--- config.mk ---
export PLATFORM = sky130hd
export DESIGN_NAME = host_bridge_cfg
export DESIGN_NICKNAME = d
export VERILOG_FILES = /design/src/rtl/hbc_pkg.sv /design/src/rtl/hbc_ctrl.sv /design/src/rtl/hbc_regs.sv /design/src/rtl/host_bridge_cfg.sv
export SDC_FILE = /design/constraint.sdc
export NUM_CORES = 2
export LEC_CHECK = 0
export BUFFER_PORTS_ARGS = -buffer_cell sky130_fd_sc_hd__buf_2
export CAP_MARGIN = 20
export CORE_UTILIZATION = 35
export CTS_CLUSTER_SIZE = 30
export DETAILED_ROUTE_END_ITERATION = 6
export SYNTH_ARGS = -nofsm -noshare
export SYNTH_HDL_FRONTEND = slang
export SYNTH_SLANG_ARGS = --single-unit
--- constraint.sdc ---
create_clock -name clk -period 3.95 [get_ports clk]
set_input_delay 0.79 -clock clk [delete_from_list [all_inputs] [get_ports clk]]
set_output_delay 0.79 -clock clk [all_outputs]
set_load 0.02 [all_outputs]
--- src/rtl/hbc_pkg.sv ---
package hbc_pkg;
  localparam int CFG_AW = 8;
  localparam int DATA_W = 8;

  typedef struct packed {
    logic              wrEn;
    logic [CFG_AW-1:0] wrAddr;
    logic [DATA_W-1:0] wrData;
  } cfgStrobe_t;

  function automatic logic [DATA_W-1:0] resetValue(input logic [CFG_AW-1:0] a);
    case (a)
      8'h00: return 8'h86;
      8'h01: return 8'h80;
      8'h02: return 8'h30;
      8'h03: return 8'h70;
      8'h04: return 8'h06;
      8'h07: return 8'h02;
      8'h0B: return 8'h06;
      8'h52: return 8'h42;
      8'h53: return 8'h14;
      8'h56: return 8'h52;
      8'h57: return 8'h01;
      8'h60, 8'h61, 8'h62, 8'h63, 8'h64: return 8'h02;
      8'h67: return 8'h11;
      8'h69: return 8'h03;
      8'h70: return 8'h20;
      8'h72: return 8'h02;
      8'h74: return 8'h0E;
      8'h78: return 8'h23;
      default: return 8'h00;
    endcase
  endfunction
endpackage

--- src/rtl/hbc_ctrl.sv ---
module hbc_ctrl
  import hbc_pkg::*;
#(
  parameter int FUNC_W = 3,
  parameter logic [CFG_AW-1:0] TOP_ATTR = 8'h59
) (
  input  logic              busRst,
  input  logic [FUNC_W-1:0] cfgFunc,
  input  logic [CFG_AW-1:0] cfgAddr,
  input  logic              cfgWe,
  input  logic [DATA_W-1:0] cfgWdata,
  output cfgStrobe_t        strobe
);
  logic readOnly;

  always_comb begin
    readOnly = (cfgAddr <= 8'h03) ||
               (cfgAddr >= 8'h08 && cfgAddr <= 8'h0C) ||
               (cfgAddr == 8'h0E) ||
               (cfgAddr >= 8'h10 && cfgAddr <= 8'h4E);
  end

  always_comb begin
    strobe = '0;
    if (busRst) begin
      strobe.wrEn   = 1'b1;
      strobe.wrAddr = TOP_ATTR;
      strobe.wrData = '0;
    end else if (cfgWe && cfgFunc == '0 && !readOnly) begin
      strobe.wrEn   = 1'b1;
      strobe.wrAddr = cfgAddr;
      case (cfgAddr)
        8'h04:        strobe.wrData = (cfgWdata & 8'h02) | 8'h04;
        8'h05, 8'h06: strobe.wrData = 8'h00;
        8'h07:        strobe.wrData = (cfgWdata & 8'h80) | 8'h02;
        default:      strobe.wrData = cfgWdata;
      endcase
    end
  end
endmodule

--- src/rtl/hbc_regs.sv ---
module hbc_regs
  import hbc_pkg::*;
#(
  parameter int MEM_AW  = 20,
  parameter int SEG_LSB = 14,
  parameter logic [CFG_AW-1:0] TOP_ATTR  = 8'h59,
  parameter logic [CFG_AW-1:0] ATTR_BASE = 8'h5A
) (
  input  logic              clk,
  input  logic              rst,
  input  cfgStrobe_t        strobe,
  input  logic [CFG_AW-1:0] rdAddr,
  output logic [DATA_W-1:0] rdData,
  input  logic [MEM_AW-1:0] memAddr,
  input  logic              memWrite,
  output logic              memLocal,
  output logic              shadowBios
);
  localparam int NUM_REGS = 1 << CFG_AW;
  localparam int TOP_BIT  = MEM_AW - 1;
  localparam int SEG_W    = MEM_AW - 2 - SEG_LSB;

  logic [DATA_W-1:0] regFile [0:NUM_REGS-1];
  logic              inWindow, inTop;
  logic [SEG_W-1:0]  segIdx;
  logic [CFG_AW-1:0] attrReg;
  logic [3:0]        attrNib;

  always_ff @(posedge clk) begin
    if (rst) begin
      for (int i = 0; i < NUM_REGS; i++) regFile[i] <= resetValue(CFG_AW'(i));
    end else if (strobe.wrEn) begin
      regFile[strobe.wrAddr] <= strobe.wrData;
    end
  end

  assign rdData     = regFile[rdAddr];
  assign shadowBios = regFile[TOP_ATTR][4];

  always_comb begin
    inWindow = memAddr[TOP_BIT -: 2] == 2'b11;
    inTop    = memAddr[TOP_BIT -: 4] == 4'hF;
    segIdx   = memAddr[SEG_LSB +: SEG_W];
    attrReg  = ATTR_BASE + CFG_AW'(segIdx >> 1);
    if (inTop)          attrNib = regFile[TOP_ATTR][7:4];
    else if (segIdx[0]) attrNib = regFile[attrReg][7:4];
    else                attrNib = regFile[attrReg][3:0];
    if (!inWindow)      memLocal = 1'b1;
    else                memLocal = memWrite ? attrNib[1] : attrNib[0];
  end

  // identification bytes never move after reset
  a_r3_id_locked: assert property (@(posedge clk) disable iff (rst)
    1'b1 |=> regFile[8'h00] == 8'h86 && regFile[8'h01] == 8'h80 &&
             regFile[8'h02] == 8'h30 && regFile[8'h03] == 8'h70);
  // command byte keeps only bit 1, bit 2 always set
  a_r4_cmd_mask: assert property (@(posedge clk) disable iff (rst)
    1'b1 |=> (regFile[8'h04] & 8'hF9) == 8'h00 && regFile[8'h04][2]);
  // status high byte keeps only bit 7, bit 1 always set
  a_r5_stat_mask: assert property (@(posedge clk) disable iff (rst)
    1'b1 |=> (regFile[8'h07] & 8'h7D) == 8'h00 && regFile[8'h07][1]);
  // below the legacy window everything is local
  a_r11_outside_local: assert property (@(posedge clk) disable iff (rst)
    memAddr[TOP_BIT -: 2] != 2'b11 |-> memLocal);
endmodule

--- src/rtl/host_bridge_cfg.sv ---
module host_bridge_cfg
  import hbc_pkg::*;
#(
  parameter int FUNC_W = 3,
  parameter int MEM_AW = 20
) (
  input  logic              clk,
  input  logic              rst,
  input  logic              busRst,
  input  logic [FUNC_W-1:0] cfgFunc,
  input  logic [7:0]        cfgAddr,
  input  logic              cfgWe,
  input  logic [7:0]        cfgWdata,
  output logic [7:0]        cfgRdata,
  input  logic [MEM_AW-1:0] memAddr,
  input  logic              memWrite,
  output logic              memLocal,
  output logic              shadowBios
);
  cfgStrobe_t        strobe;
  logic [DATA_W-1:0] regData;

  hbc_ctrl #(.FUNC_W(FUNC_W)) u_ctrl (
    .busRst(busRst), .cfgFunc(cfgFunc), .cfgAddr(cfgAddr),
    .cfgWe(cfgWe), .cfgWdata(cfgWdata), .strobe(strobe)
  );

  hbc_regs #(.MEM_AW(MEM_AW)) u_regs (
    .clk(clk), .rst(rst), .strobe(strobe), .rdAddr(cfgAddr),
    .rdData(regData), .memAddr(memAddr), .memWrite(memWrite),
    .memLocal(memLocal), .shadowBios(shadowBios)
  );

  assign cfgRdata = (cfgFunc == '0) ? regData : 8'hFF;

  // other functions never produce a register write
  a_r1_func_no_write: assert property (@(posedge clk) disable iff (rst)
    (cfgWe && cfgFunc != '0 && !busRst) |-> !strobe.wrEn);
  // a bus-reset pulse drops BIOS shadowing on the next cycle
  a_r10_busrst_clears: assert property (@(posedge clk) disable iff (rst)
    busRst |=> !shadowBios);
endmodule

==> results.sh <==
export IMPL_synth_edf_count=2048
export IMPL_place_congestion=0.925
export IMPL_avgSynthCellArea_um2=15.9
export IMPL_leakage_nw=37.2
export IMPL_met1_length_um=95300
export IMPL_finalHoldViolCount=0
export IMPL_worst_endpoint_required_ns=3.16
export IMPL_top_regs="u_regs.regFile (2048)"
export IMPL_grt_pass1_vias=53000
export IMPL_regArea_mm2=0.0615
export IMPL_portBuffers=39
export IMPL_placed_area_mm2=0.101
export IMPL_cts_clk_slew_worst_paths_ns=0.06
export IMPL_yosysWarnings=0
export IMPL_initial_core_util_pct=35.3
export IMPL_grt_ovfl_total=0
export IMPL_syn_area_mm2=0.0872
export IMPL_cp_start_kind="input pin"
export IMPL_drv_slew=0
export IMPL_dp_cells=9901
export IMPL_synth_simple_area_share_pct=9.62
export IMPL_max_freq_ghz=0.227
export IMPL_fin_tns_setup_ns=-3.00
export IMPL_std_cell_rows=182
export IMPL_synthFlopType="edfxtp_1"
export IMPL_drt_iter0_drc=5966
export IMPL_drv_cap=0
export IMPL_outcome="complete, but fails checks"
export IMPL_grt_usage_pct=19.4
export IMPL_cts_sinks=2048
export IMPL_die_h_um=501
export IMPL_criticalPathCategory="input pin to output pin"
export IMPL_setup_viol=8
export IMPL_core_mm2=0.247
export IMPL_die_x_um=501
export IMPL_violations="setup timing"
export IMPL_synth_area_mux_share_pct=14.6
export IMPL_ant_nets=0
export IMPL_synth_xor_area_share_pct=0
export IMPL_nFillCells=21700
export IMPL_grt_max_degree=169
export IMPL_crit_path_end_kind="output pin"
export IMPL_synth_top_family_by_area="multiplexers"
export IMPL_grt_pass1_wl_um=355000
export IMPL_hp_class="input pin to register"
export IMPL_die_area_mm2=0.251
export IMPL_async_flop_share_pct=0
export IMPL_wl_met2_um=118000
export IMPL_fin_util_pct=44.5
export IMPL_htreeDepth=4
export IMPL_drt_vias_per_instance=5.11
export IMPL_ir_drop_uv=427
export IMPL_wl_met3_um=20600
export IMPL_stdcell_count=10400
export IMPL_synthDistinctLibCells=75
export IMPL_syn_inst=5490
export IMPL_slew_headroom_pct=36.3
export IMPL_setup_ws_ns=-0.458
export IMPL_rsz0062_at_grt="true"
export IMPL_cts_tree="yes"
export IMPL_nNetsFinal=6923
export IMPL_top_register="u_regs.regFile"
export IMPL_crit_path_max_fanout=7
export IMPL_arrival_ns=3.62
export IMPL_cts_buffers_inserted=203
export IMPL_antenna_found_initial=13
export IMPL_synth_fa_ha_area_share_pct=0.0143
export IMPL_multiInputGateArea_mm2=0.0267
export IMPL_worst_pin_slew_ns=0.956
export IMPL_fin_crit_ns=4.41
export IMPL_maxUsedRoutingLayer="met5"
export IMPL_min_period_over_period_pct=112
export IMPL_drc=0
export IMPL_cts_max_path_buffers=3
export IMPL_synth_compound_area_share_pct=2.49
export IMPL_largest_reg_flops=2048
export IMPL_root_buffer="clkbuf_16"
export IMPL_routed_wl_um=245000
export IMPL_fin_area_mm2=0.110
export IMPL_wl_per_cell_um=23.6
export IMPL_powerDensity_mw_per_mm2=443
export IMPL_layout_drive_gt1_share_pct=29.1
export IMPL_dp_hpwl_um=167000
export IMPL_dr_pass1_iters=5
export IMPL_synth_seq_cells=2048
export IMPL_yosysSeqAreaShare_pct=70.5
export IMPL_vias=52900
export IMPL_area_growth_pct=26.1
export IMPL_ios=54
metrics by stage:
step	setup slack, ns	total power [mW]	hold WS, ns
2_1_floorplan	0.0772	28.0	1.04
3_3_place_gp	-1.59	29.8	1.27
3_5_place_dp	-1.43	29.9	1.30
4_1_cts	-0.451	48.9	0.402
5_1_grt	-0.438	50.1	0.440
6_report	-0.458	48.7	0.448
kinds of logic after synthesis:
kind of cell | count (synthesis)
AOI/OAI and AO/OA | 306
adders and majority gates | 1
muxes | 636
DFF | 2048
other | 2
buffers and inverters | 487
and+or+nand+nor | 2010
where the power goes:
part | leakage [nW] | internal [mW] | switching (mW)
Combinational | 14.4 | 2.03 | 2.19
Sequential | 19.6 | 25.2 | 0.361
Clock | 3.10 | 10.4 | 8.45
cell usage in the layout, fill, tap and decap left out, types with 54 or more instances in the layout:
| cell | count |
|---|---|
| mux4_2 | 503 |
| o22ai_1 | 54 |
| edfxtp_1 | 2048 |
| nand2b_1 | 187 |
| clkbuf_16 | 205 |
| nand2_1 | 212 |
| nor2_1 | 1443 |
| buf_12 | 214 |
| mux2i_1 | 83 |
| conb_1 | 614 |
| buf_4 | 743 |
timing repair:
action	in CTS	in global routing
setup endpoints to repair	8	8
setup buffers	50	32
gates resized for setup	224	77
pin swaps	28	35
gates cloned	6	2
hold buffers	0	0
layout make-up:
type,count,share of cell area (%)
well taps,3312,3.77
inverters,7,0.0285
multi-input cells,3567,24.3
clock buffers,247,4.77
diodes,6,0.0137
repair buffers,1051,10.1
clock inverters,115,1.10
flip-flops and latches,2048,55.9
synthesized netlist by cell type (18+ instances only):
cell | instances | area [µm²]
a211oi_1 | 20 | 150
a21oi_1 | 48 | 240
a22oi_1 | 69 | 518
buf_1 | 24 | 90.1
buf_2 | 110 | 551
buf_4 | 28 | 210
buf_6 | 30 | 338
clkbuf_1 | 285 | 1070
edfxtp_1 | 2048 | 61500
mux2_2 | 35 | 394
mux2i_1 | 94 | 941
mux4_2 | 502 | 11300
nand2_1 | 219 | 822
nand2b_1 | 187 | 1170
nand3_1 | 29 | 145
nor2_1 | 1448 | 5440
nor2b_1 | 21 | 131
nor3_1 | 47 | 235
o221ai_1 | 18 | 158
o22ai_1 | 55 | 344
path summary, 6_finish.rpt:
kind                    start                                   end  slack (ns)  cells after the start
setup / recovery   cfgAddr[0]                           cfgRdata[6]       -0.46                     12
hold / removal    cfgWdata[5]  u_regs.regFile[229][5]$_SDFFCE_PN0P_        0.45                      3
per-layer routing:
layer | vias to the layer above | global-route usage, %
met3 | 463 | 3.18
met2 | 2368 | 31.6
met5 | - | 0
met4 | 2 | 8.37
li1 | 23000 | -
met1 | 27100 | 25.6
worst max-delay path, stage by stage:
cell      delay (ns)
buf_16          0.15
buf_16          0.18
buf_12          0.15
buf_6           0.12
mux4_2          0.52
mux2i_1         0.21
o21ai_1         0.10
buf_4           0.18
o41ai_4         0.41
buf_4           0.22
o211ai_1        0.25
buf_4           0.26
No activity file was read; power rests on OpenSTA's default activity.
